--- config.mk ---
export PLATFORM = sky130hd
export DESIGN_NAME = chord_reset_detector
export DESIGN_NICKNAME = d
export VERILOG_FILES = /design/src/rtl/chord_reset_pkg.sv /design/src/rtl/key_sync.sv /design/src/rtl/chord_match.sv /design/src/rtl/chord_noise_filter.sv /design/src/rtl/hold_authorizer.sv /design/src/rtl/chord_reset_detector.sv
export SDC_FILE = /design/constraint.sdc
export NUM_CORES = 1
export LEC_CHECK = 0
export ABC_AREA = 1
export ABC_CLOCK_PERIOD_IN_PS = 3600
export BUFFER_PORTS_ARGS = -buffer_cell sky130_fd_sc_hd__buf_2
export CAP_MARGIN = 40
export CORE_MARGIN = 2
export CORE_UTILIZATION = 59
export DETAILED_ROUTE_END_ITERATION = 12
export PLACE_DENSITY_LB_ADDON = 0.1
export SETUP_SLACK_MARGIN = 0.4
export SLEW_MARGIN = 10
export SYNTH_ARGS = -nofsm -noshare
export SYNTH_HDL_FRONTEND = slang
export SYNTH_SLANG_ARGS = --single-unit
--- constraint.sdc ---
create_clock -name clk -period 3.6 [get_ports clk]
set_input_delay 0.36 -clock clk [delete_from_list [all_inputs] [get_ports clk]]
set_output_delay 0.36 -clock clk [all_outputs]
set_load 0.02 [all_outputs]
--- src/rtl/chord_reset_pkg.sv ---
package chord_reset_pkg;
   localparam int KEY_COUNT = 4;

   typedef enum logic [1:0] {
      CHORD_OFF   = 2'd0,
      CHORD_PAIR  = 2'd1,
      CHORD_TRIO  = 2'd2,
      CHORD_QUAD  = 2'd3
   } chord_opt_e;
endpackage

--- src/rtl/key_sync.sv ---
module key_sync #(
   parameter int WIDTH  = 4,
   parameter int STAGES = 2
) (
   input  logic             clk,
   input  logic             rst_n,
   input  logic [WIDTH-1:0] d_async,
   output logic [WIDTH-1:0] q_sync
);
   if (STAGES < 2) begin : g_bad_stages
      $error("key_sync: STAGES must be at least 2");
   end

   logic [WIDTH-1:0] chain [STAGES];

   always_ff @(posedge clk or negedge rst_n) begin
      if (!rst_n) chain[0] <= '0;
      else        chain[0] <= d_async;
   end

   for (genvar s = 1; s < STAGES; s++) begin : g_stage
      always_ff @(posedge clk or negedge rst_n) begin
         if (!rst_n) chain[s] <= '0;
         else        chain[s] <= chain[s-1];
      end
   end

   assign q_sync = chain[STAGES-1];
endmodule

--- src/rtl/chord_match.sv ---
module chord_match
   import chord_reset_pkg::*;
(
   input  logic [KEY_COUNT-1:0] keys_s,
   input  chord_opt_e           opt,
   output logic                 hit
);
   logic [KEY_COUNT-1:0] need;
   logic [KEY_COUNT-1:0] ok;

   for (genvar i = 0; i < KEY_COUNT; i++) begin : g_key
      // key 0 and 1 belong to every enabled chord; higher keys join as option grows
      if (i < 2) begin : g_base
         assign need[i] = (opt != CHORD_OFF);
      end else begin : g_ext
         assign need[i] = (opt != CHORD_OFF) && (int'(opt) >= i);
      end
      assign ok[i] = keys_s[i] | ~need[i];
   end

   assign hit = (opt != CHORD_OFF) && (&ok);
endmodule

--- src/rtl/chord_noise_filter.sv ---
module chord_noise_filter #(
   parameter int FILTER_CYCLES = 49
) (
   input  logic clk,
   input  logic rst_n,
   input  logic osc_run,
   input  logic raw,
   output logic clean
);
   localparam int CW = $clog2(FILTER_CYCLES + 1);
   localparam logic [CW-1:0] FULL = CW'(FILTER_CYCLES);

   if (FILTER_CYCLES < 1) begin : g_bad_filter
      $error("chord_noise_filter: FILTER_CYCLES must be positive");
   end

   logic [CW-1:0] run_len;

   always_ff @(posedge clk or negedge rst_n) begin
      if (!rst_n)                          run_len <= '0;
      else if (!raw)                       run_len <= '0;
      else if (osc_run && run_len != FULL) run_len <= run_len + 1'b1;
   end

   assign clean = raw && (run_len == FULL);

   assert_clean_needs_history_R3: assert property (@(posedge clk) disable iff (!rst_n)
      $rose(clean) |-> $past(raw));

   assert_frozen_without_osc_R4: assert property (@(posedge clk) disable iff (!rst_n)
      (!osc_run && !clean) |=> !clean);
endmodule

--- src/rtl/hold_authorizer.sv ---
module hold_authorizer #(
   parameter int PRESCALE_BITS = 15,
   parameter int AUTH_TICKS    = 2
) (
   input  logic clk,
   input  logic rst_n,
   input  logic osc_run,
   input  logic held,
   output logic fire
);
   localparam int TW = $clog2(AUTH_TICKS + 1);
   localparam logic [TW-1:0] DONE = TW'(AUTH_TICKS);

   if (PRESCALE_BITS < 2) begin : g_bad_pre
      $error("hold_authorizer: PRESCALE_BITS must be at least 2");
   end
   if (AUTH_TICKS < 1) begin : g_bad_ticks
      $error("hold_authorizer: AUTH_TICKS must be positive");
   end

   logic [PRESCALE_BITS-1:0] pre;
   logic                     tick;
   logic [TW-1:0]            seen;

   always_ff @(posedge clk or negedge rst_n) begin
      if (!rst_n)       pre <= '0;
      else if (osc_run) pre <= pre + 1'b1;
   end

   assign tick = osc_run && (&pre);

   always_ff @(posedge clk or negedge rst_n) begin
      if (!rst_n)                    seen <= '0;
      else if (!held)                seen <= '0;
      else if (tick && seen != DONE) seen <= seen + 1'b1;
   end

   assign fire = held && (seen == DONE);

   assert_fire_on_tick_R5: assert property (@(posedge clk) disable iff (!rst_n)
      $rose(fire) |-> $past(tick) && $past(held));

   assert_no_overflow_R5: assert property (@(posedge clk) disable iff (!rst_n)
      seen <= DONE);

   assert_drop_clears_R6: assert property (@(posedge clk) disable iff (!rst_n)
      !held |=> seen == '0);
endmodule

--- src/rtl/chord_reset_detector.sv ---
module chord_reset_detector
   import chord_reset_pkg::*;
#(
   parameter int SYNC_STAGES   = 2,
   parameter int FILTER_CYCLES = 49,
   parameter int PRESCALE_BITS = 15,
   parameter int AUTH_TICKS    = 2
) (
   input  logic       clk,
   input  logic       rst_n,
   input  logic       osc_run,
   input  logic [3:0] keys,
   input  logic [1:0] chord_sel,
   output logic       reset_out
);
   logic [KEY_COUNT-1:0] keys_s;
   logic                 chord_raw;
   logic                 chord_clean;

   key_sync #(.WIDTH(KEY_COUNT), .STAGES(SYNC_STAGES)) u_sync (
      .clk     (clk),
      .rst_n   (rst_n),
      .d_async (keys),
      .q_sync  (keys_s)
   );

   chord_match u_match (
      .keys_s (keys_s),
      .opt    (chord_opt_e'(chord_sel)),
      .hit    (chord_raw)
   );

   chord_noise_filter #(.FILTER_CYCLES(FILTER_CYCLES)) u_filter (
      .clk     (clk),
      .rst_n   (rst_n),
      .osc_run (osc_run),
      .raw     (chord_raw),
      .clean   (chord_clean)
   );

   hold_authorizer #(.PRESCALE_BITS(PRESCALE_BITS), .AUTH_TICKS(AUTH_TICKS)) u_auth (
      .clk     (clk),
      .rst_n   (rst_n),
      .osc_run (osc_run),
      .held    (chord_clean),
      .fire    (reset_out)
   );

   assert_off_is_silent_R7: assert property (@(posedge clk) disable iff (!rst_n)
      (chord_sel == 2'd0) |-> !reset_out);

   assert_release_drops_R9: assert property (@(posedge clk) disable iff (!rst_n)
      !chord_raw |-> !reset_out);

   assert_stays_while_held_R8: assert property (@(posedge clk) disable iff (!rst_n)
      ($past(reset_out) && chord_raw && $stable(chord_sel)) |-> reset_out);
endmodule

==> impl_metrics.json <==
{
  "finalCriticalPeriod_ns": 1.89,
  "route.detailed.drc": 0,
  "die_y_um": 54.5,
  "die_area_um2": 2970,
  "postCtsSetupBuffers": 0,
  "fin_skew_ns": 0.0151,
  "final_area_um2": 1640,
  "met2WireLength_um": 1210,
  "hold-worst-slack_ns": 0.0398,
  "fillCellCount": 210,
  "postCtsHoldBufs": 0,
  "fmax_mhz": 529,
  "antenna_found_initial": 0,
  "cp.arrival_ns": 1.53,
  "path_clk_slew_ns": 0.10,
  "drive_gt1_share_pct": 17.4,
  "die_w_um": 54.5,
  "grt_overflow": 0,
  "yosys_warnings": 0,
  "max-vdd-ir-drop_v": 0.000348,
  "required_ns": 3.24,
  "reg2regPathDepth": 8,
  "cts_tree": "done",
  "yosysSeqAreaShare_pct": 51.6,
  "cts_made_buffers": 5,
  "reg2reg_from": "u_auth.pre[0]",
  "hp-class": "in -> async",
  "cts.path.max_buffers": 2,
  "setup_tns_ns": 0,
  "drtPass1Iterations": 4,
  "syn_avg_cell_area_um2": 9.28,
  "cp-end-kind": "output port",
  "synth_fp_nets": 175,
  "post_synth_inst_count": 162,
  "via_count": 1043,
  "r2r_end": "u_auth.seen[1]",
  "wl_per_cell_um": 12.0,
  "ios": 10,
  "grt.total_usage_pct": 20.9,
  "root_buffer": "clkbuf_4",
  "vias_per_cell": 5.01,
  "leakage_nw": 0.876,
  "port_buffers": 9,
  "slowest_stage": "dfrtp_1",
  "n_antenna_cell": 0,
  "path_max_fanout": 7,
  "grt_pass1_wl_um": 4210,
  "cts_max_level": 2,
  "p_total_uw": 780,
  "path_class": "reg -> out",
  "r2r_setup_slack_ns": 2.16,
  "ys_types": 22,
  "crit_path_end": "reset_out",
  "drt_wl_total_um": 2490,
  "ctsResizeCount": 0,
  "coreArea_um2": 2450,
  "synthToLayoutAreaGrowth_pct": 9.33,
  "relSlewSlack_pct": 55.3,
  "nets": 190,
  "topRoutingLayerUsed": "met4",
  "worstSetupStartpoint": "u_filter.run_len[0]",
  "clk_latency_ns": 0.34,
  "wl_met1_um": 1140,
  "start_kind": "register",
  "floorplan.rows": 18,
  "grt_max_degree": 32,
  "wl_met3_um": 107,
  "max_stage_delay_ns": 0.46,
  "gp_congestion": 0.769,
  "status": "finished clean",
  "initial_core_util_pct": 61.2,
  "setup_viol": 0,
  "dp_hpwl_um": 1780,
  "cap_violations": 0,
  "finalMaxSlewViolations": 0,
  "cts.sinks": 31,
  "worstMarginPinSlew_ns": 0.670,
  "timing.final.crit_share_pct": 52.5,
  "final_antenna_net_count": 0,
  "drt_iter0_drc": 21,
  "crit_chain": "ha_1, nand4_1, nor3_1, buf_2",
  "netlist_area_um2": 1500,
  "rsz0062_at_grt": "false",
  "hold_violations": 0,
  "final_core_util_pct": 66.9,
  "grt_pass1_vias": 1048,
  "power_density_nw_per_um2": 475,
  "dpl_cell_area_um2": 1570,
  "synth_seq_cells": 31
}
## final cells by class
class                   count  area, um^2  area share (%)
inverters                  25        93.8            5.71
flip-flops and latches     31         776            47.2
multi-input cells         105         622            37.9
well taps                  30        37.5            2.28
clock buffers               8        68.8            4.19
repair buffers              9        45.0            2.74
## worst min-delay path by stage
stage / to / start / cells past startpoint / slack [ns]
floorplan: u_auth.pre[0] / rst_n / 0 / 0.06
global placement: u_sync.q_sync[1] / u_sync.chain[5] / 0 / 0.33
detailed placement: u_sync.q_sync[1] / u_sync.chain[5] / 0 / 0.33
CTS: u_filter.run_len[2] / rst_n / 1 / 0.06
global route: u_auth.seen[1] / rst_n / 1 / 0.09
finish: u_filter.run_len[2] / rst_n / 1 / 0.04
## through the flow
step / std cells / setup WS [ns]
finish: 208 / 1.71
global route: 208 / 1.58
CTS: 208 / 1.69
detailed placement: 200 / 2.04
global placement: 200 / 2.13
floorplan: 162 / 2.03
## synth_stat cells
master	count	share of area (%)
nand2_1	40	10
dfrtp_1	31	52
inv_1	22	5.5
nand3_1	13	4.3
xor2_1	12	7.0
nor2_1	8	2.0
nand4_1	6	2.5
ha_1	4	3.3
nor2_2	4	1.7
xnor2_1	4	2.3
nor2_4	3	2.2
o21ai_1	3	1.0
inv_2	2	0.50
nand2_2	2	0.83
buf_6	1	0.75
clkinv_1	1	0.25
mux2_2	1	0.75
nand2_4	1	0.75
nand3_4	1	1.2
nand3b_1	1	0.50
nor3_1	1	0.33
nor3_2	1	0.67
## flip-flops by register name (all words and copies together), names as in the netlist
| register | count |
|---|---|
| u_auth.pre | 15 |
| u_auth.seen | 2 |
| u_filter.run_len | 6 |
| u_sync.chain | 4 |
| u_sync.q_sync | 4 |
## logic make-up after synthesis
logic type,count (synthesis),synth area share [%]
flip-flops,31,51.6
buffers and inverters,26,6.99
AO/OA/AOI/OAI,3,0.999
AND/OR/NAND/NOR,81,27.0
XOR/XNOR,16,9.33
multiplexers,1,0.749
adder cells (fa/ha/maj),4,3.33
## report_power, final
group / switching (mW) / total, mW / internal [mW]
sequential: 0.0432 / 0.434 / 0.391
combinational: 0.0649 / 0.113 / 0.0478
clock: 0.118 / 0.233 / 0.115
total: 0.226 / 0.780 / 0.553
## cells in the final DEF (no fill, tap or decap), types with 2 or more instances in the layout
master	instances
clkbuf_8	2
o21ai_1	3
inv_1	22
xnor2_1	4
nand2_1	40
nor2_2	4
nor2_1	8
nand2_2	2
dfrtp_1	31
nand3_1	13
clkbuf_4	5
nand4_1	6
buf_2	9
nor2_4	3
xor2_1	12
ha_1	4
inv_2	2
## per-layer routing
metal	track usage [%]	vias to the layer above
met5	0	-
met4	8.75	0
met3	8.20	6
met2	33.3	14
met1	25.2	490
li1	-	533
## worst max-delay path: cells and delay by family, from the launching register on
family | cells | cell delay [ns]
fa+ha+maj | 1 | 0.18
buf+inv | 1 | 0.20
simple gates | 2 | 0.36
flops | 1 | 0.46
Note: power is estimated with default switching activity, not from simulation.
